[config.mk]
export PLATFORM = sky130hd
export DESIGN_NAME = irq_xbar
export DESIGN_NICKNAME = d
export VERILOG_FILES = /design/src/rtl/xbar_pkg.sv /design/src/rtl/xbar_addr_dec.sv /design/src/rtl/xbar_sel_reg.sv /design/src/rtl/xbar_route.sv /design/src/rtl/irq_xbar.sv
export SDC_FILE = /design/constraint.sdc
export NUM_CORES = 1
export LEC_CHECK = 0
export BUFFER_PORTS_ARGS = -buffer_cell sky130_fd_sc_hd__clkbuf_2
export CELL_PAD_IN_SITES_DETAIL_PLACEMENT = 1
export CELL_PAD_IN_SITES_GLOBAL_PLACEMENT = 2
export CORE_MARGIN = 3
export CORE_UTILIZATION = 41
export CTS_CLUSTER_SIZE = 14
export DETAILED_ROUTE_END_ITERATION = 10
export PLACE_DENSITY_LB_ADDON = 0.08
export SLEW_MARGIN = 5
export SYNTH_ARGS = -nofsm -noshare
export SYNTH_HDL_FRONTEND = slang
export SYNTH_SLANG_ARGS = --single-unit
[constraint.sdc]
create_clock -name clk -period 2.9 [get_ports clk]
set_clock_uncertainty 0.1 [all_clocks]
set_input_delay 0.58 -clock clk [delete_from_list [all_inputs] [get_ports clk]]
set_output_delay 0.58 -clock clk [all_outputs]
set_load 0.01 [all_outputs]
[src/rtl/xbar_pkg.sv]
package xbar_pkg;

   // Number of non-reserved lines with an index below idx (slot number of line idx).
   function automatic int slots_below(logic [63:0] res_mask, int idx);
      int n;
      n = 0;
      for (int j = 0; j < 64; j++) begin
         if (j < idx && !res_mask[j]) n++;
      end
      return n;
   endfunction

endpackage

[src/rtl/xbar_addr_dec.sv]
module xbar_addr_dec #(
   parameter int          N_OUT         = 8,
   parameter int          REG_BYTES     = 1,
   parameter int          ADDR_W        = 8,
   parameter logic [N_OUT-1:0] RESERVED_MASK = '0
) (
   input  logic [ADDR_W-1:0] addr,
   output logic [N_OUT-1:0]  hit
);
   for (genvar i = 0; i < N_OUT; i++) begin : g_line
      if (RESERVED_MASK[i]) begin : g_none
         assign hit[i] = 1'b0;
      end else begin : g_slot
         localparam int OFFSET = REG_BYTES * xbar_pkg::slots_below(64'(RESERVED_MASK), i);
         assign hit[i] = (addr == ADDR_W'(OFFSET));
      end
   end
endmodule

[src/rtl/xbar_sel_reg.sv]
module xbar_sel_reg #(
   parameter int          REG_BYTES = 1,
   parameter int unsigned SAFE_SEL  = 0,
   localparam int         SEL_W     = 8 * REG_BYTES
) (
   input  logic                 clk,
   input  logic                 rst_n,
   input  logic                 wr_en,
   input  logic [REG_BYTES-1:0] be,
   input  logic [SEL_W-1:0]     wdata,
   output logic [SEL_W-1:0]     sel_q
);
   localparam logic [SEL_W-1:0] RST_VAL = SEL_W'(SAFE_SEL);

   for (genvar b = 0; b < REG_BYTES; b++) begin : g_byte
      always_ff @(posedge clk) begin
         if (!rst_n)
            sel_q[b*8 +: 8] <= RST_VAL[b*8 +: 8];
         else if (wr_en && be[b])
            sel_q[b*8 +: 8] <= wdata[b*8 +: 8];
      end
   end
endmodule

[src/rtl/xbar_route.sv]
module xbar_route #(
   parameter int N_SRC = 16,
   parameter int SEL_W = 8
) (
   input  logic [N_SRC-1:0] in_irq,
   input  logic [SEL_W-1:0] sel,
   output logic             irq
);
   localparam int             IDX_W = (N_SRC > 1) ? $clog2(N_SRC) : 1;
   localparam logic [SEL_W:0] LIMIT = (SEL_W + 1)'(N_SRC);

   logic in_range;
   assign in_range = ({1'b0, sel} < LIMIT);
   assign irq      = in_range ? in_irq[sel[IDX_W-1:0]] : 1'b0;
endmodule

[src/rtl/irq_xbar.sv]
module irq_xbar #(
   parameter int                    N_SRC         = 16,
   parameter int                    N_OUT         = 8,
   parameter int                    REG_BYTES     = 1,
   parameter int                    ADDR_W        = 8,
   parameter int unsigned           SAFE_SEL      = 0,
   parameter logic [N_OUT-1:0]      RESERVED_MASK = '0,
   parameter logic [N_OUT-1:0]      BYPASS_MASK   = '0,
   parameter logic [N_OUT-1:0][7:0] BYPASS_SRC    = '0
) (
   input  logic                   clk,
   input  logic                   rst_n,
   input  logic [N_SRC-1:0]       in_irq,
   input  logic [ADDR_W-1:0]      addr,
   input  logic [8*REG_BYTES-1:0] wdata,
   input  logic [REG_BYTES-1:0]   be,
   input  logic                   wr,
   input  logic                   rd,
   output logic [8*REG_BYTES-1:0] rdata,
   output logic [N_OUT-1:0]       out_irq
);
   localparam int SEL_W   = 8 * REG_BYTES;
   localparam int N_SLOTS = xbar_pkg::slots_below(64'(RESERVED_MASK), N_OUT);
   localparam int SPAN    = N_SLOTS * REG_BYTES;

   // elaboration-time parameter checks
   if (!(REG_BYTES == 1 || REG_BYTES == 2 || REG_BYTES == 4)) begin : g_bad_size
      $error("irq_xbar: REG_BYTES must be 1, 2 or 4");
   end
   if (N_OUT < 1 || N_OUT > 64) begin : g_bad_nout
      $error("irq_xbar: N_OUT must lie in 1..64");
   end
   if (N_SRC < 1 || (SEL_W < 31 && N_SRC > (1 << SEL_W))) begin : g_bad_nsrc
      $error("irq_xbar: N_SRC does not fit the select register");
   end
   if (SEL_W < 32 && SAFE_SEL >= (32'd1 << SEL_W)) begin : g_bad_safe
      $error("irq_xbar: SAFE_SEL does not fit the select register");
   end
   if ((RESERVED_MASK & BYPASS_MASK) != '0) begin : g_bad_overlap
      $error("irq_xbar: a line cannot be both reserved and bypass");
   end
   if (ADDR_W < 31 && SPAN > (1 << ADDR_W)) begin : g_bad_addr
      $error("irq_xbar: ADDR_W too narrow for the register span");
   end

   logic [N_OUT-1:0] hit;
   logic [SEL_W-1:0] rd_val [N_OUT];

   xbar_addr_dec #(
      .N_OUT        (N_OUT),
      .REG_BYTES    (REG_BYTES),
      .ADDR_W       (ADDR_W),
      .RESERVED_MASK(RESERVED_MASK)
   ) u_dec (
      .addr(addr),
      .hit (hit)
   );

   for (genvar i = 0; i < N_OUT; i++) begin : g_line
      if (RESERVED_MASK[i]) begin : g_reserved
         assign out_irq[i] = 1'b0;
         assign rd_val[i]  = '0;
      end else if (BYPASS_MASK[i]) begin : g_bypass
         if (int'(BYPASS_SRC[i]) >= N_SRC) begin : g_bad_byp
            $error("irq_xbar: bypass source out of range");
         end
         assign out_irq[i] = in_irq[BYPASS_SRC[i]];
         assign rd_val[i]  = SEL_W'(BYPASS_SRC[i]);
      end else begin : g_prog
         logic [SEL_W-1:0] sel_q;

         xbar_sel_reg #(
            .REG_BYTES(REG_BYTES),
            .SAFE_SEL (SAFE_SEL)
         ) u_reg (
            .clk  (clk),
            .rst_n(rst_n),
            .wr_en(wr & hit[i]),
            .be   (be),
            .wdata(wdata),
            .sel_q(sel_q)
         );

         xbar_route #(
            .N_SRC(N_SRC),
            .SEL_W(SEL_W)
         ) u_route (
            .in_irq(in_irq),
            .sel   (sel_q),
            .irq   (out_irq[i])
         );

         assign rd_val[i] = sel_q;
      end
   end

   always_comb begin
      rdata = '0;
      if (rd) begin
         for (int i = 0; i < N_OUT; i++) begin
            if (hit[i]) rdata = rdata | rd_val[i];
         end
      end
   end
endmodule

Word level (Yosys, flattened, before mapping)
Index checks and enable logic that the tools add are counted.
{"block": "totals", "inputBits": 37, "regBits": 64, "out_inout_bits": 16, "word_cells": 95}
{"block": "op_classes", "n_reduce_logical": 9, "mux": 40, "order_cmp": 16, "eq_ne": 7, "n_bitwise": 15}
{"operator": "$mux W8", "n": 16}
{"operator": "$lt A8 B5 Y1 const B", "n": 8}
{"operator": "$or A8 B8 Y8", "n": 7}
{"operator": "$lt A4 B5 Y1 const B", "n": 8}
{"operator": "$bmux W1 S4", "n": 8}
{"operator": "$eq A8 B3 Y1 const B", "n": 4}
{"operator": "$eq A8 B2 Y1 const B", "n": 2}
{"operator": "$mux W1", "n": 16}
{"operator": "$and A1 B1 Y1", "n": 8}
{"operator": "$eq A8 B1 Y1 const B", "n": 1}
{"operator": "$logic_and A1 B1 Y1", "n": 8}
{"operator": "$logic_not A8 Y1", "n": 1}

Logic depth before layout (Yosys ltp)
{"block": "depth", "word_depth": 24, "mapped_depth": 7, "mapped_depth_nobuf": 4}

Hierarchy
Synthesis repeated with hierarchy kept, for this count alone.
{"block": "hier_totals", "cells_unflattened": 512, "area_unflattened_um2": 4747.1}
{"mod": "xbar_sel_reg", "area_per_inst_um2": 359.1, "cells_per_inst": 38, "seq_area_each_um2": 160.2, "n_inst": 8}
{"mod": "xbar_route", "area_per_inst_um2": 167.7, "cells_per_inst": 17, "seq_area_each_um2": 0.0, "n_inst": 8}
{"mod": "irq_xbar", "area_per_inst_um2": 439.2, "cells_per_inst": 57, "seq_area_each_um2": 0.0, "n_inst": 1}
{"mod": "xbar_addr_dec", "area_per_inst_um2": 93.8, "cells_per_inst": 15, "seq_area_each_um2": 0.0, "n_inst": 1}

Worst setup path after synthesis
Ideal clock, no wire load.
{"block": "synth_path", "kind": "input port to output port", "startpoint": "input addr[2]", "endpoint": "output rdata[3]", "required_ps": 2220, "t_arrival_ps": 1674, "path_buffers": 2, "setup_slack_ps": 546, "stages": 6, "path_cell_list": "clkbuf_8 > buf_2 > nor2_1 > a22oi_1 > o22a_1 > a21oi_1"}
{"block": "synth_between", "elab_chain_len": 24}
{"element": "start, declared", "line_no": "irq_xbar.sv:14", "source": "input logic [ADDR_W-1:0] addr,"}
{"element": "$logic_not A8 Y1", "line_no": "xbar_addr_dec.sv:15", "source": "assign hit[i] = (addr == ADDR_W'(OFFSET));"}
{"element": "$mux W8", "line_no": "irq_xbar.sv:101", "source": "if (hit[i]) rdata = rdata | rd_val[i];"}
{"element": "$mux W8", "line_no": "irq_xbar.sv:99", "source": "if (rd) begin"}
{"element": "$or A8 B8 Y8", "line_no": "irq_xbar.sv:101"}
{"element": "$mux W8", "line_no": "irq_xbar.sv:101"}
{"element": "$mux W8", "line_no": "irq_xbar.sv:99"}
{"element": "$or A8 B8 Y8", "line_no": "irq_xbar.sv:101"}
{"element": "$mux W8", "line_no": "irq_xbar.sv:101"}
{"element": "[8 not listed]"}
{"element": "$mux W8", "line_no": "irq_xbar.sv:101"}
{"element": "$mux W8", "line_no": "irq_xbar.sv:99"}
{"element": "$or A8 B8 Y8", "line_no": "irq_xbar.sv:101"}
{"element": "$mux W8", "line_no": "irq_xbar.sv:101"}
{"element": "$mux W8", "line_no": "irq_xbar.sv:99"}
{"element": "$or A8 B8 Y8", "line_no": "irq_xbar.sv:101"}
{"element": "$mux W8 (*)", "line_no": "irq_xbar.sv:101"}
{"element": "$mux W8 (*)", "line_no": "irq_xbar.sv:99"}
{"element": "end, declared", "line_no": "irq_xbar.sv:19", "source": "output logic [8*REG_BYTES-1:0] rdata,"}
Mark *: on every way between the ends. The rest lies on a longest branch, timed or not. The select of a mux whose other input is x is not followed.

Worst setup path in the final report
{"block": "layout_path", "startpoint": "register g_line[4].g_prog.u_reg.sel_q[1]", "endpoint": "output out_irq[4]"}
{"block": "layout_between", "elab_chain_len": 3}
{"element": "start, declared", "line_no": "xbar_sel_reg.sv:11", "source": "output logic [SEL_W-1:0] sel_q"}
{"element": "start signal, assigned by index", "line_no": "xbar_sel_reg.sv:18", "source": "sel_q[b*8 +: 8] <= RST_VAL[b*8 +: 8];"}
{"element": "start signal, assigned by index", "line_no": "xbar_sel_reg.sv:20", "source": "sel_q[b*8 +: 8] <= wdata[b*8 +: 8];"}
{"element": "$bmux W1 S4", "line_no": "xbar_route.sv:14", "source": "assign irq = in_range ? in_irq[sel[IDX_W-1:0]] : 1'b0;"}
{"element": "$mux W1 (implied by the code)", "line_no": "xbar_route.sv:14"}
{"element": "$mux W1 (*)", "line_no": "xbar_route.sv:14"}
{"element": "end, declared", "line_no": "irq_xbar.sv:20", "source": "output logic [N_OUT-1:0] out_irq"}
Marks and branches as above.

==> impl_results.md <==
- Max Freq: 363.8 MHz
- Synth Warn #: 0
- CTS Hold Bufs: 0
- Post-CTS Setup Bufs: 0
- Clk_lat worst skew: 0.36 ns
- FF-to-FF Start: g_line[7].g_prog.u_reg.sel_q[1]
- CP bufs+invs: 1
- Synth top area share: 0.2829
- Largest register FFs: 64
- P_leak: 1.801 nW
- Reg with most FFs: g_line.g_prog.u_reg.sel_q
- Fin crit period: 2.749 ns
- WP data required: 2.22 ns
- Internal Power: 1.323 mW
- CP Class: reg2out
- Hold crit path type: reg2reg
- Seq/Total Area, Yosys: 0.2829
- Worst Path Arrival: 2.07 ns
- Vias: 3529
- DRT Wirelength: 13910 um
- Final #Nets: 497
- Worst path cell trace: mux4_2, or2_2, nand4_1, a21oi_1, clkbuf_2
- Area added between synthesis and finish: 6.961%
- Via/cell ratio: 5.872
- Crit-path max cell delay: 0.59 ns
- Overall die area: 12340 um2
- DRC viols: 0
- Sequential Power Share: 0.485
- Post-synthesis async set-or-reset flop share: 0
- Slowest CP cell: dfxtp_1
- Final Hold Fails: 0
- Worst-Margin Slew: 1.029 ns
- # fillers: 1215
- Routability Congestion: 0.8418
- Hold Crit Start: g_line[4].g_prog.u_reg.sel_q[7]
- RSZ-0062 raised after global routing: no
- Placed instance area: 4654 um2
- Post-synth EDFFs: 0
- Crit path from: g_line[4].g_prog.u_reg.sel_q[1]
- Largest buffer count on any clock path: 2
- Final period utilization: 0.9478
- Die height: 111.1 um
- Power per cell area: 374.6 nW/um2
- Gate power share: 0.115
- NetSw: 0.4919 mW
- Max-cap violations: 0
- Leading register cell type out of synthesis: dfxtp_1
- Dpl hpwl: 10190 um
- First-pass GRT wire length: 22220 um
- Core area: 10560 um2
- Largest net degree at the start of global routing: 65
- Status: finished clean
- Setup-failing EPs final: 0
- Seq cells post-synth: 64
- Slew Limit Headroom: 0.3138
- Setup TNS Final: 0 ns
- Ratio of cells with drive above 1 in the final layout: 0.2688
- Multi-input logic area: 2913 um2
- CTS resizes: 0
- Ant. Diodes: 0
- Max FO, Critical Path: 9
- GRT Resource Usage Total: 0.2311
- IO Pins: 53
- Slew Limit Fails: 0
- Vias in the first global route: 3757
- Fin area: 4845 um2
- TritonCTS clock tree: yes
- Initial antenna violation count: 0
- Syn nets: 478
- CTS Buf Count: 9
- Post-synthesis instance area: 4529 um2
- Grt total ovfl: 0
- Antenna Nets Post-Route: 0
- First drt pass iteration count: 4
- Synth top area cells: dfxtp_1 28%, mux2i_1 19%, nor2b_1 11%, mux4_2 10%, mux2_2 3.0%
- Starting Density: 0.4291
- Sw Share: 0.2711
- FF/Latch Area: 1287 um2
- Clk network pwr share: 0.400
- Startpoint Class: register
- Routed WL per cell: 23.14 um
- Htree depth: 3
- Post-synthesis cell count: 441
- IO buf count: 52
- Synth area leader: dfxtp_1
- Worst-path clk slew: 0.07 ns
- Number of distinct library cells after synthesis: 39
- Clk sink count: 64
- Num rows: 37
- Peak VDD IR: 0.2841 mV
- Synthesized area per cell: 10.27 um2
- CTS root buf: clkbuf_8
- Die W: 111.1 um
- Critical path's top delay family: flip-flops
- Initial drt markers: 216
- Largest registers: g_line.g_prog.u_reg.sel_q: 64 flops
- Worst setup EP type: output port
[metrics by stage]
stage | util | std cells | setup slack (ns) | hold slack [ns] | power [mW]
finish | 0.4590 | 601 | 0.1513 | 0.4491 | 1.815
global route | 0.4590 | 601 | 0.02551 | 0.4690 | 1.895
CTS | 0.4584 | 601 | 0.04730 | 0.4473 | 1.832
detailed placement | 0.4410 | 585 | 0.2110 | 0.4369 | 1.108
global placement | 0.4410 | 585 | 0.2551 | 0.4209 | 1.106
floorplan | - | 441 | 0.5459 | 0.3922 | 1.046
[power groups by stage]
| stage | clock network, mW | registers (mW) | logic [mW] |
|---|---|---|---|
| 5_1_grt | 0.789 | 0.879 | 0.227 |
| 3_3_place_gp | 0 | 0.900 | 0.206 |
| 6_report | 0.726 | 0.880 | 0.209 |
| 4_1_cts | 0.743 | 0.880 | 0.209 |
| 3_5_place_dp | 0 | 0.900 | 0.208 |
| 2_1_floorplan | 0 | 0.900 | 0.146 |
[worst min-delay path, delay by kind of cell (launching register included)]
kind	cells	cell delay (ns)
DFF	1	0.34
and+or+nand+nor	1	0.10
muxes	1	0.08
[metal layers]
layer	up-vias	global-route usage	wire length [um]
li1	1679	-	-
met3	11	0.04203	672
met5	-	0	0
met4	0	0.06488	165
met2	76	0.3621	6505
met1	1763	0.3267	6566
[kinds of logic (layout without fill, tap and decap cells)]
logic type,Yosys count,in the layout,synth area share
DFF,64,64,0.2829
buffers and inverters,48,72,0.07403
AOI/OAI and AO/OA,49,49,0.07541
and+or+nand+nor,160,160,0.2412
muxes,120,120,0.3265
[layout make-up]
class / instances / share of cell area
Multi-Input combinational cell: 329 / 0.6012
Sequential cell: 64 / 0.2658
Timing Repair Buffer: 56 / 0.05992
Clock buffer: 12 / 0.03202
Clock inverter: 4 / 0.005940
Tap cell: 136 / 0.03512
[cell usage after synthesis, types with 3 or more instances]
cell and instances:
a2111oi_0 6, a21oi_1 18, a221oi_1 7, a22oi_1 10, and4b_1 4, buf_2 11, buf_4 16, buf_6 5
clkbuf_1 9, clkbuf_8 3, dfxtp_1 64, mux2_2 12, mux2i_1 87, mux4_2 21, nand2_1 4, nand3_1 11
nand3b_1 6, nand4_1 6, nand4_4 4, nor2_1 9, nor2b_1 81, nor3b_1 6, o21a_1 3, or2_2 6
or4_1 14
[layout by cell type, fill, tap and decap left out, types with 2 or more instances in the layout]
| cell type | count |
|---|---|
| clkbuf_2 | 52 |
| o22a_1 | 2 |
| o211ai_1 | 2 |
| dfxtp_2 | 5 |
| nand3b_1 | 6 |
| a221oi_1 | 7 |
| a21oi_1 | 18 |
| a22oi_1 | 10 |
| nand4_4 | 4 |
| a2111oi_0 | 6 |
| nand3_1 | 11 |
| or2_2 | 6 |
| and4b_1 | 4 |
| clkinvlp_4 | 2 |
| nor3b_1 | 6 |
| nor2_1 | 9 |
| nand4b_1 | 2 |
| o21a_1 | 3 |
| mux2_2 | 12 |
| or4_1 | 14 |
| mux2i_1 | 87 |
| nand4_1 | 6 |
| mux4_2 | 21 |
| nor2b_1 | 81 |
| dfxtp_1 | 59 |
| nand2_1 | 4 |
| clkbuf_8 | 11 |
| buf_4 | 4 |
[worst paths after layout]
kind                                     endpoint  slack, ns  cells after the start
hold reg to reg   g_line[4].g_prog.u_reg.sel_q[7]       0.45                      2
setup reg to reg  g_line[7].g_prog.u_reg.sel_q[1]       1.84                      2
setup / recovery                       out_irq[4]       0.15                      5
hold / removal    g_line[4].g_prog.u_reg.sel_q[7]       0.45                      2
(Power assumes the default switching activity.)
